`config.mk`:
```
export PLATFORM = sky130hd
export DESIGN_NAME = mbox_responder
export DESIGN_NICKNAME = d
export VERILOG_FILES = /design/src/rtl/mbox_resp_pkg.sv /design/src/rtl/mbox_resp_ctrl.sv /design/src/rtl/mbox_resp_dpath.sv /design/src/rtl/mbox_responder.sv
export SDC_FILE = /design/constraint.sdc
export NUM_CORES = 2
export LEC_CHECK = 0
export CORE_UTILIZATION = 40
export CTS_BUF_LIST = sky130_fd_sc_hd__clkbuf_8
export DETAILED_ROUTE_END_ITERATION = 10
export MAX_ROUTING_LAYER = met4
export PLACE_DENSITY = 0.51
export SLEW_MARGIN = 20
export SYNTH_ARGS = -nofsm -noshare
export SYNTH_HDL_FRONTEND = slang
export SYNTH_HIERARCHICAL = 1
export SYNTH_SLANG_ARGS = --single-unit
```
`constraint.sdc`:
```
create_clock -name clk -period 7.86 [get_ports clk]
set_clock_uncertainty 0.05 [all_clocks]
set_input_delay 1.179 -clock clk [delete_from_list [all_inputs] [get_ports clk]]
set_output_delay 1.179 -clock clk [all_outputs]
set_load 0.01 [all_outputs]
```
`src/rtl/mbox_resp_pkg.sv`:
```
package mbox_resp_pkg;
  localparam int MSG_WORDS = 16;
  localparam int IDX_W     = $clog2(MSG_WORDS);
  localparam int MAX_ARGS  = MSG_WORDS - 4;

  localparam logic [31:0] ST_OK      = 32'h0000_0001;
  localparam logic [31:0] ST_BAD_HDR = 32'h8000_0001;
  localparam logic [31:0] ST_BAD_CMD = 32'h8000_0002;
  localparam logic [31:0] ST_BAD_SUM = 32'h8000_0004;
  localparam logic [31:0] ST_MALFORM = 32'h8000_0008;

  typedef enum logic [2:0] {
    W_HDR, W_CMD, W_ARGC, W_INFO, W_GEN, W_CSUM, W_ZERO
  } wsel_e;

  typedef struct packed {
    logic             sumClr;
    logic             sumAdd;
    logic             ramWe;
    logic [IDX_W-1:0] idx;
    wsel_e            wsel;
    logic [31:0]      cmdEcho;
    logic [7:0]       argcOut;
    logic             postStatus;
    logic [31:0]      status;
    logic             armRelease;
    logic             hostRamOpen;
  } ctl_t;

  function automatic logic isInfoCmd(input int ver, input logic [31:0] cmd);
    return (ver < 2) ? (cmd == 32'h1) : (cmd == 32'h101);
  endfunction

  function automatic logic isKnownCmd(input int ver, input logic [31:0] cmd);
    if (ver < 2)       return (cmd == 32'h1) || (cmd == 32'h2);
    else if (ver == 2) return (cmd == 32'h101) || (cmd == 32'h201) || (cmd == 32'h202);
    else               return (cmd == 32'h101) || (cmd == 32'h202);
  endfunction
endpackage

```
`src/rtl/mbox_resp_ctrl.sv`:
```
module mbox_resp_ctrl
  import mbox_resp_pkg::*;
#(
  parameter int PROTO_VER  = 3,
  parameter int REPLY_ARGS = 6
) (
  input  logic        clk,
  input  logic        rstN,
  input  logic        doorbellStb,
  input  logic        releaseStb,
  input  logic        holdBit,
  input  logic [31:0] rdWord,
  input  logic [31:0] sumAcc,
  output ctl_t        ctl
);
  localparam logic [7:0] GEN_ARGC = 8'(REPLY_ARGS);

  typedef enum logic [2:0] {S_IDLE, S_SCAN, S_DECIDE, S_WRITE, S_POST, S_WAIT} state_e;

  state_e           state;
  logic [IDX_W-1:0] idx;
  logic [31:0]      hdrR, cmdR, argcR, csumR, statusR;
  logic [7:0]       respArgc;
  logic [31:0]      statusNext;
  logic             idxLast, inChkRange, atChk;
  logic [IDX_W-1:0] respChk;

  assign idxLast    = (idx == IDX_W'(MSG_WORDS - 1));
  assign inChkRange = (idx < IDX_W'(3)) || ({1'b0, 32'(idx)} < ({1'b0, argcR} + 33'd3));
  assign atChk      = (idx >= IDX_W'(3)) && ({1'b0, 32'(idx)} == ({1'b0, argcR} + 33'd3));
  assign respChk    = IDX_W'(respArgc) + IDX_W'(3);

  always_comb begin
    if (hdrR != 32'h1)                    statusNext = ST_BAD_HDR;
    else if (argcR > 32'(MAX_ARGS))       statusNext = ST_MALFORM;
    else if (csumR != sumAcc)             statusNext = ST_BAD_SUM;
    else if (!isKnownCmd(PROTO_VER, cmdR)) statusNext = ST_BAD_CMD;
    else                                  statusNext = ST_OK;
  end

  always_ff @(posedge clk or negedge rstN) begin
    if (!rstN) begin
      state    <= S_IDLE;
      idx      <= '0;
      hdrR     <= '0;
      cmdR     <= '0;
      argcR    <= '0;
      csumR    <= '0;
      statusR  <= '0;
      respArgc <= '0;
    end else begin
      unique case (state)
        S_IDLE: if (doorbellStb && !holdBit) begin
          state <= S_SCAN;
          idx   <= '0;
        end
        S_SCAN: begin
          if (idx == IDX_W'(0)) hdrR  <= rdWord;
          if (idx == IDX_W'(1)) cmdR  <= rdWord;
          if (idx == IDX_W'(2)) argcR <= rdWord;
          if (atChk)            csumR <= rdWord;
          idx <= idx + 1'b1;
          if (idxLast) state <= S_DECIDE;
        end
        S_DECIDE: begin
          statusR <= statusNext;
          if (statusNext != ST_OK)           respArgc <= 8'd0;
          else if (isInfoCmd(PROTO_VER, cmdR)) respArgc <= 8'd1;
          else                               respArgc <= GEN_ARGC;
          idx   <= '0;
          state <= S_WRITE;
        end
        S_WRITE: begin
          idx <= idx + 1'b1;
          if (idxLast) state <= S_POST;
        end
        S_POST: state <= S_WAIT;
        S_WAIT: if (releaseStb) state <= S_IDLE;
        default: state <= S_IDLE;
      endcase
    end
  end

  always_comb begin
    ctl             = '0;
    ctl.idx         = idx;
    ctl.wsel        = W_ZERO;
    ctl.cmdEcho     = cmdR;
    ctl.argcOut     = respArgc;
    ctl.status      = statusR;
    ctl.hostRamOpen = (state == S_IDLE);
    ctl.armRelease  = (state == S_WAIT);
    ctl.postStatus  = (state == S_POST);
    unique case (state)
      S_IDLE:   ctl.sumClr = doorbellStb && !holdBit;
      S_SCAN:   ctl.sumAdd = inChkRange;
      S_DECIDE: ctl.sumClr = 1'b1;
      S_WRITE: begin
        ctl.ramWe  = 1'b1;
        ctl.sumAdd = (idx < respChk);
        if (idx == IDX_W'(0))      ctl.wsel = W_HDR;
        else if (idx == IDX_W'(1)) ctl.wsel = W_CMD;
        else if (idx == IDX_W'(2)) ctl.wsel = W_ARGC;
        else if (idx < respChk)    ctl.wsel = isInfoCmd(PROTO_VER, cmdR) ? W_INFO : W_GEN;
        else if (idx == respChk)   ctl.wsel = W_CSUM;
        else                       ctl.wsel = W_ZERO;
      end
      default: ;
    endcase
  end


  wait_hold_chk: assert property (@(posedge clk) disable iff (!rstN)
    (state == S_WAIT && !releaseStb) |=> (state == S_WAIT));


  hold_idle_chk: assert property (@(posedge clk) disable iff (!rstN)
    (state == S_IDLE && holdBit) |=> (state == S_IDLE));


  status_form_chk: assert property (@(posedge clk) disable iff (!rstN)
    ctl.postStatus |-> (ctl.status == ST_OK) ||
      (ctl.status[31] && $onehot(ctl.status[30:0]) && ctl.status[30:4] == '0));
endmodule

```
`src/rtl/mbox_resp_dpath.sv`:
```
module mbox_resp_dpath
  import mbox_resp_pkg::*;
#(
  parameter int          ADDR_W    = 12,
  parameter int          PROTO_VER = 3,
  parameter logic [31:0] INFO_WORD = 32'h0103_0207
) (
  input  logic              clk,
  input  logic              rstN,
  input  logic              regWe,
  input  logic [ADDR_W-1:0] regAddr,
  input  logic [31:0]       regWdata,
  input  ctl_t              ctl,
  output logic [31:0]       regRdata,
  output logic              doorbellStb,
  output logic              releaseStb,
  output logic              holdBit,
  output logic [31:0]       rdWord,
  output logic [31:0]       sumAcc
);
  localparam logic [ADDR_W-1:0] A_CTRL   = ADDR_W'('h000);
  localparam logic [ADDR_W-1:0] A_TOCOP  = ADDR_W'('h010);
  localparam logic [ADDR_W-1:0] A_TOHOST = ADDR_W'('h014);
  localparam int                RAM_BASE = 'h100;
  localparam int                RAM_SPAN = MSG_WORDS * 4;

  logic [31:0]      ram [MSG_WORDS];
  logic [31:0]      toCop, toHost, engWdata;
  logic             ramHit, hostRamWe;
  logic [IDX_W-1:0] hostIdx;

  assign ramHit    = (32'(regAddr) >= RAM_BASE) && (32'(regAddr) < RAM_BASE + RAM_SPAN) &&
                     (regAddr[1:0] == 2'b00);
  assign hostIdx   = regAddr[IDX_W+1:2];
  assign hostRamWe = regWe && ramHit && ctl.hostRamOpen;

  assign doorbellStb = regWe && (regAddr == A_TOCOP) && (regWdata == 32'h1);

  generate
    if (PROTO_VER < 2) begin : g_relHost
      assign releaseStb = ctl.armRelease && regWe && (regAddr == A_TOHOST) && (regWdata == '0);
    end else begin : g_relCop
      assign releaseStb = ctl.armRelease && regWe && (regAddr == A_TOCOP) && (regWdata == '0);
    end
  endgenerate

  assign rdWord = ram[ctl.idx];

  always_comb begin
    unique case (ctl.wsel)
      W_HDR:   engWdata = 32'h2;
      W_CMD:   engWdata = ctl.cmdEcho;
      W_ARGC:  engWdata = {24'h0, ctl.argcOut};
      W_INFO:  engWdata = INFO_WORD;
      W_GEN:   engWdata = {ctl.cmdEcho[15:0], 8'h00, 8'(ctl.idx) - 8'd3};
      W_CSUM:  engWdata = sumAcc;
      default: engWdata = '0;
    endcase
  end

  always_ff @(posedge clk or negedge rstN) begin
    if (!rstN) begin
      for (int i = 0; i < MSG_WORDS; i++) ram[i] <= '0;
    end else if (ctl.ramWe) begin
      ram[ctl.idx] <= engWdata;
    end else if (hostRamWe) begin
      ram[hostIdx] <= regWdata;
    end
  end

  always_ff @(posedge clk or negedge rstN) begin
    if (!rstN) begin
      sumAcc  <= '0;
      holdBit <= 1'b1;
      toCop   <= '0;
      toHost  <= '0;
    end else begin
      if (ctl.sumClr)      sumAcc <= '0;
      else if (ctl.sumAdd) sumAcc <= sumAcc + (ctl.ramWe ? engWdata : rdWord);
      if (regWe && regAddr == A_CTRL)  holdBit <= regWdata[0];
      if (regWe && regAddr == A_TOCOP) toCop   <= regWdata;
      if (ctl.postStatus)   toHost <= ctl.status;
      else if (releaseStb)  toHost <= '0;
    end
  end

  always_comb begin
    regRdata = '0;
    if (regAddr == A_CTRL)        regRdata = {31'h0, holdBit};
    else if (regAddr == A_TOCOP)  regRdata = toCop;
    else if (regAddr == A_TOHOST) regRdata = toHost;
    else if (ramHit)              regRdata = ram[hostIdx];
  end

  logic [31:0]      modelSum;
  logic [IDX_W-1:0] modelPos;
  assign modelPos = ram[2][IDX_W-1:0] + IDX_W'(3);
  always_comb begin
    modelSum = '0;
    for (int i = 0; i < MSG_WORDS; i++)
      if (IDX_W'(i) < modelPos) modelSum = modelSum + ram[i];
  end


  status_open_chk: assert property (@(posedge clk) disable iff (!rstN)
    (toHost != '0) |-> ctl.armRelease);


  reply_ready_chk: assert property (@(posedge clk) disable iff (!rstN)
    $rose(toHost != '0) |-> (ram[0] == 32'h2) && (ram[2] <= 32'(MAX_ARGS)) &&
      (ram[modelPos] == modelSum));


  ram_frozen_chk: assert property (@(posedge clk) disable iff (!rstN)
    (ctl.armRelease && !releaseStb) |=> $stable(ram[0]));
endmodule

```
`src/rtl/mbox_responder.sv`:
```
module mbox_responder
  import mbox_resp_pkg::*;
#(
  parameter int          ADDR_W     = 12,
  parameter int          PROTO_VER  = 3,
  parameter int          REPLY_ARGS = 6,
  parameter logic [31:0] INFO_WORD  = 32'h0103_0207
) (
  input  logic              clk,
  input  logic              rstN,
  input  logic              regWe,
  input  logic [ADDR_W-1:0] regAddr,
  input  logic [31:0]       regWdata,
  output logic [31:0]       regRdata
);
  ctl_t        ctl;
  logic        doorbellStb, releaseStb, holdBit;
  logic [31:0] rdWord, sumAcc;

  mbox_resp_ctrl #(.PROTO_VER(PROTO_VER), .REPLY_ARGS(REPLY_ARGS)) u_ctrl (
    .clk(clk), .rstN(rstN), .doorbellStb(doorbellStb), .releaseStb(releaseStb),
    .holdBit(holdBit), .rdWord(rdWord), .sumAcc(sumAcc), .ctl(ctl)
  );

  mbox_resp_dpath #(.ADDR_W(ADDR_W), .PROTO_VER(PROTO_VER), .INFO_WORD(INFO_WORD)) u_dpath (
    .clk(clk), .rstN(rstN), .regWe(regWe), .regAddr(regAddr), .regWdata(regWdata),
    .ctl(ctl), .regRdata(regRdata), .doorbellStb(doorbellStb), .releaseStb(releaseStb),
    .holdBit(holdBit), .rdWord(rdWord), .sumAcc(sumAcc)
  );
endmodule

```
=== After elaboration in Yosys (flattened, before gate mapping) ===
Cells that the tools add are included.

* Output and inout port bits: 32
* Logic and storage cells: 157
* Bits in registers: 784
* Bits of input ports: 47

* $add $sub $neg: 5
* Muxes and demuxes: 50
* Reduce and logical (&&, ||, !) cells: 34
* Bitwise gates (word level): 2
* Eq/ne operators: 27
* Order comparisons: 11

{| class="wikitable"
|+ Operators by type and width
! operator !! number
|-
| 512-bit bitwise mux || 2
|-
| 512-bit two-way mux || 2
|-
| 32-bit two-way mux || 19
|-
| 32-bit binary-select mux with 4-bit select || 2
|-
| 32-bit demux with 4-bit select || 2
|-
| 32-bit case mux with 6 select lines || 1
|-
| 32-bit by 1-bit != test with 1-bit output (second input constant) || 2
|-
| 32-bit by 2-bit adder with 33-bit output (second input constant) || 1
|-
| 4-bit by 33-bit == test with 1-bit output || 1
|-
| 4-bit by 33-bit < comparator with 1-bit output || 1
|-
| 3-bit two-way mux || 11
|-
| 32-bit adder || 1
|-
| 32-bit by 1-bit == test with 1-bit output (second input constant) || 1
|-
| 32-bit by 10-bit == test with 1-bit output (second input constant) || 1
|-
| 32-bit by 9-bit == test with 1-bit output (second input constant) || 1
|-
| 32-bit by 4-bit greater-than comparator with 1-bit output (second input constant) || 1
|-
| 32-bit logical NOT || 1
|-
| 32-bit != test || 1
|-
| 12-bit by 5-bit == test with 1-bit output (second input constant) || 2
|-
| 3-bit case mux with 6 select lines || 1
|-
| 1-bit logical AND || 14
|-
| 3-bit by 2-bit == test with 1-bit output (second input constant) || 4
|-
| 3-bit == test (second input constant) || 4
|-
| 12-bit by 9-bit greater-or-equal comparator with 1-bit output (second input constant) || 1
|-
| 34 further kinds || 52
|}

=== Depth between registers and ports, before layout ===
* Word-level depth: 14
* Gate-level depth with buffers: 31
* Depth with buffers taken out: 27

=== Cells and area by module ===
The synthesis kept the hierarchy.

{| class="wikitable"
|+ Modules (own cells, without submodules)
! module !! times used !! cells an instance !! sequential area each (um^2) !! area each (um^2)
|-
| mbox_resp_dpath || 1 || 3402 || 15240.9 || 36811.6
|-
| mbox_resp_ctrl || 1 || 610 || 3553.4 || 7409.6
|}

=== Worst setup path after synthesis ===
No wires, ideal clock.

* Path type: register to register
* Start point: register u_ctrl.respArgc[1]
* End point: register u_dpath.sumAcc[31]
* Cell stages (with the launch flop): 31
* Library setup time: 136 ps
* Arrival: 5312 ps
* Buffers on the path: 5
* Required time: 7674 ps
* Period minus slack after synthesis: 5499 ps
* Path slack: 2361 ps
* Cell sequence: dfrtp_1 > inv_1 > ha_1 > inv_1 > ha_1 > nor2b_1 > o21ai_0 > nand2b_1 > a21oi_1 > nand2_1 > a21o_1 > a21oi_1 > o21a_1 > buf_2 > buf_2 > mux2_2 > nand2_1 > a21o_1 > clkbuf_1 > clkbuf_1 > o21ai_0 > ha_1 > clkbuf_1 > a21oi_1 > nor2_1 > o311a_1 > a31o_2 > and3_1 > a211oi_1 > a21o_1 > a21oi_1

{| class="wikitable"
|+ RTL lines
! item !! line !! text
|-
| start: declaration || mbox_resp_ctrl.sv:23 || <nowiki>logic [7:0] respArgc;</nowiki>
|-
| start signal: assignment || mbox_resp_ctrl.sv:50 || <nowiki>respArgc <= '0;</nowiki>
|-
| start signal: assignment || mbox_resp_ctrl.sv:67 || <nowiki>if (statusNext != ST_OK) respArgc <= 8'd0;</nowiki>
|-
| start signal: assignment || mbox_resp_ctrl.sv:68 || <nowiki>else if (isInfoCmd(PROTO_VER, cmdR)) respArgc <= 8'd1;</nowiki>
|-
| end signal: assignment || mbox_resp_dpath.sv:79 || <nowiki>else if (ctl.sumAdd) sumAcc <= sumAcc + (ctl.ramWe ? engWdata : rdWord);</nowiki>
|-
| end: declaration || mbox_resp_dpath.sv:19 || <nowiki>output logic [31:0] sumAcc</nowiki>
|}

==> flow_metrics.tcl <==
set metrics [dict create \
    die_x_um 334 \
    drt_iter0_drc 4632 \
    drive_above_1_share_pct 23.1 \
    max_freq_mhz 145 \
    p_per_area_nw_per_um2 166 \
    ir_drop_v 0.000154 \
    cts_hold_buf 0 \
    n_fill_cell 10200 \
    synth.top_cell.area_share_pct 42.4 \
    antenna_found_initial 7 \
    die_h_um 334 \
    min_path_type "in -> async" \
    synthArstFlopShare_pct 100 \
    cts_setup_buffers 0 \
    fin_nets 4031 \
    hold_viol 0 \
    critical_path_buf_inv_count 3 \
    slew-limit-headroom_pct 19.4 \
    initial_core_util_pct 40.5 \
    drt_wl_total_um 188000 \
    gp_congestion 0.979 \
    cts_sinks 751 \
    register_area_sq_um 18800 \
    yosysSeqAreaShare_pct 42.5 \
    ys.warnings.count 6 \
    cp_slowest_cell "dfrtp_4" \
    endpoint_kind "flip-flop" \
    area_delta_synth_final_pct 10.9 \
    cp-start-kind "flip-flop" \
    grt_pass1_vias 36200 \
    required_ns 8.53 \
    netlist_area_sq_um 44200 \
    port_buffers 78 \
    rsz0062_at_grt "false" \
    drc 0 \
    cp.arrival_ns 7.59 \
    htreeDepth 4 \
    maxCapViolCount 0 \
    p_leak_nw 20.6 \
    coreArea_sq_um 109000 \
    dr.pass1.iters 7 \
    crit_fanout 34 \
    reg2regPathDepth 25 \
    finalMaxSlewViolations 0 \
    via_per_inst 6.71 \
    synthTopCellsByArea "dfrtp_1, mux4_2, o221ai_1" \
    syn_inst 4012 \
    synth_seq_cells 751 \
    tightest_slew_ns 1.20 \
    gr-total-overflow 0 \
    cts-root-buf "clkbuf_8" \
    period_needed_ns 6.92 \
    yosysUniqueCellTypes 90 \
    vias 37000 \
    numCtsBuffers 142 \
    dp_hpwl_um 112000 \
    fin_util_pct 44.9 \
    path_delay_family "compound AO/OA/AOI/OAI gates" \
    crit_type "reg -> reg" \
    yosys.area.top_type "dfrtp_1" \
    clk_pin_slew_ns 0.06 \
    synth_flop_cell "dfrtp_1" \
    synth.avg_cell_area_sq_um 11.0 \
    status "finished clean" \
    cts_tree "yes" \
    num_io_pins 79 \
    grt_max_degree 147 \
    clk_latency_ns 0.86 \
    multi_input_area_sq_um 23700 \
    tns_ns 0 \
    num_rows 121 \
    grt_pass1_wl_um 269000 \
    die_area_sq_um 112000 \
    fin_crit_sh_pct 88.0 \
    cts_buffer_depth 3 \
    finalSetupViolCount 0 \
    path_depth 25 \
    ant_nets 0 \
    grt_use_total_pct 34.5 \
    synth_edf_count 0 \
    ctsResizeCount 0 \
    wl_per_cell_um 34.0 \
    slowest_delay_ns 0.76 \
]
==> state kept, by name, summed over array words and instances (netlist names) <==
register	cells
u_dpath/ram	512
u_ctrl/argcR	32
u_ctrl/cmdR	32
u_ctrl/csumR	32
u_ctrl/hdrR	32
u_dpath/sumAcc	32
u_dpath/toCop	32
u_dpath/toHost	32
u_ctrl/statusR	5
u_ctrl/idx	4
u_ctrl/state	3
u_ctrl/respArgc	2
u_dpath/holdBit	1
==> routing by layer <==
layer | up-vias | wire (um) | track usage (%)
li1 | 15100 | - | -
met1 | 19100 | 76200 | 45.9
met2 | 2252 | 83000 | 50.1
met3 | 586 | 18600 | 7.41
met4 | 0 | 9800 | 16.3
met5 | - | 0 | -
==> layout make-up <==
| type | count | share of cell area, % |
|---|---|---|
| antenna | 3 | 0.0153 |
| clock inverter | 67 | 0.786 |
| inverter | 69 | 0.531 |
| sequential | 751 | 38.4 |
| timing repair buffer | 173 | 3.26 |
| multi-input combinational | 2796 | 48.3 |
| tap | 1476 | 3.77 |
| clock buffer | 179 | 5.02 |
==> report_power, final <==
part,internal [mW],switching (mW)
logic,0.0948,0.252
clock network,2.11,1.83
registers,3.87,0.00132
total,6.08,2.08
==> worst paths after layout <==
kind	start	endpoint	slack, ns
setup / recovery	u_ctrl/idx[0]$_DFFE_PN0P_	u_dpath/sumAcc[28]$_DFFE_PN0P_	0.94
hold / removal	rstN	u_ctrl/csumR[21]$_DFFE_PN0P_	0.40
setup reg to reg	u_ctrl/idx[0]$_DFFE_PN0P_	u_dpath/sumAcc[28]$_DFFE_PN0P_	0.94
hold reg to reg	u_ctrl/statusR[3]$_DFFE_PN0P_	u_ctrl/statusR[3]$_DFFE_PN0P_	0.44
max in group asynchronous	rstN	u_dpath/ram[79]$_DFFE_PN0P_	5.75
min in group clk	u_ctrl/statusR[3]$_DFFE_PN0P_	u_ctrl/statusR[3]$_DFFE_PN0P_	0.44
==> placed cells by master (no fill, tap or decap), drive strengths merged, types with 109 or more instances in the layout <==
master  instances
inv           111
a21oi         109
mux4          319
nand2         725
o221ai        352
clkbuf        179
dfrtp         750
mux2          182
nor2          121
o21ai         312
==> synthesized netlist by cell type (all sizes together) (6+ instances only) <==
cell and number:
o22ai 7, a21o 22, nor3b 7, xor2 45
nor2b 21, ha 50, a21oi 109, and4 8
a21boi 6, o21ai 312, mux4 319, or2 8
xnor2 18, inv 69, a22oi 56, o22a 100
nand2b 21, nor4 42, mux2i 30, nand4 24
nor3 24, and2 15, o221ai 352, a211oi 14
buf 140, mux2 182, dfrtp 750, o21a 6
nand2 725, and3 7, nor2 121, nand3b 9
nand3 45, clkbuf 287
==> cells by family after synthesis <==
family | count (synthesis) | synth area share (%)
multiplexers | 531 | 21.8
buffers and inverters | 496 | 4.92
adder cells (fa/ha/maj) | 51 | 1.46
other | 1 | 0.00848
XOR/XNOR | 63 | 1.25
AO/OA/AOI/OAI | 1029 | 17.1
flip-flops | 751 | 42.5
AND/OR/NAND/NOR | 1090 | 10.9
==> per-stage QoR <==
step	hold slack, ns	cell area [sq um]	instances	power [mW]	setup slack [ns]
2_1_floorplan	0.400	44300	4043	4.10	2.36
3_3_place_gp	0.424	46200	5265	4.29	1.10
3_5_place_dp	0.425	46200	5265	4.29	1.08
4_1_cts	0.366	49000	5511	8.22	1.07
5_1_grt	0.436	49000	5513	8.41	0.489
6_report	0.398	49000	5514	8.16	0.941
Power figures use the tool's default switching activity.
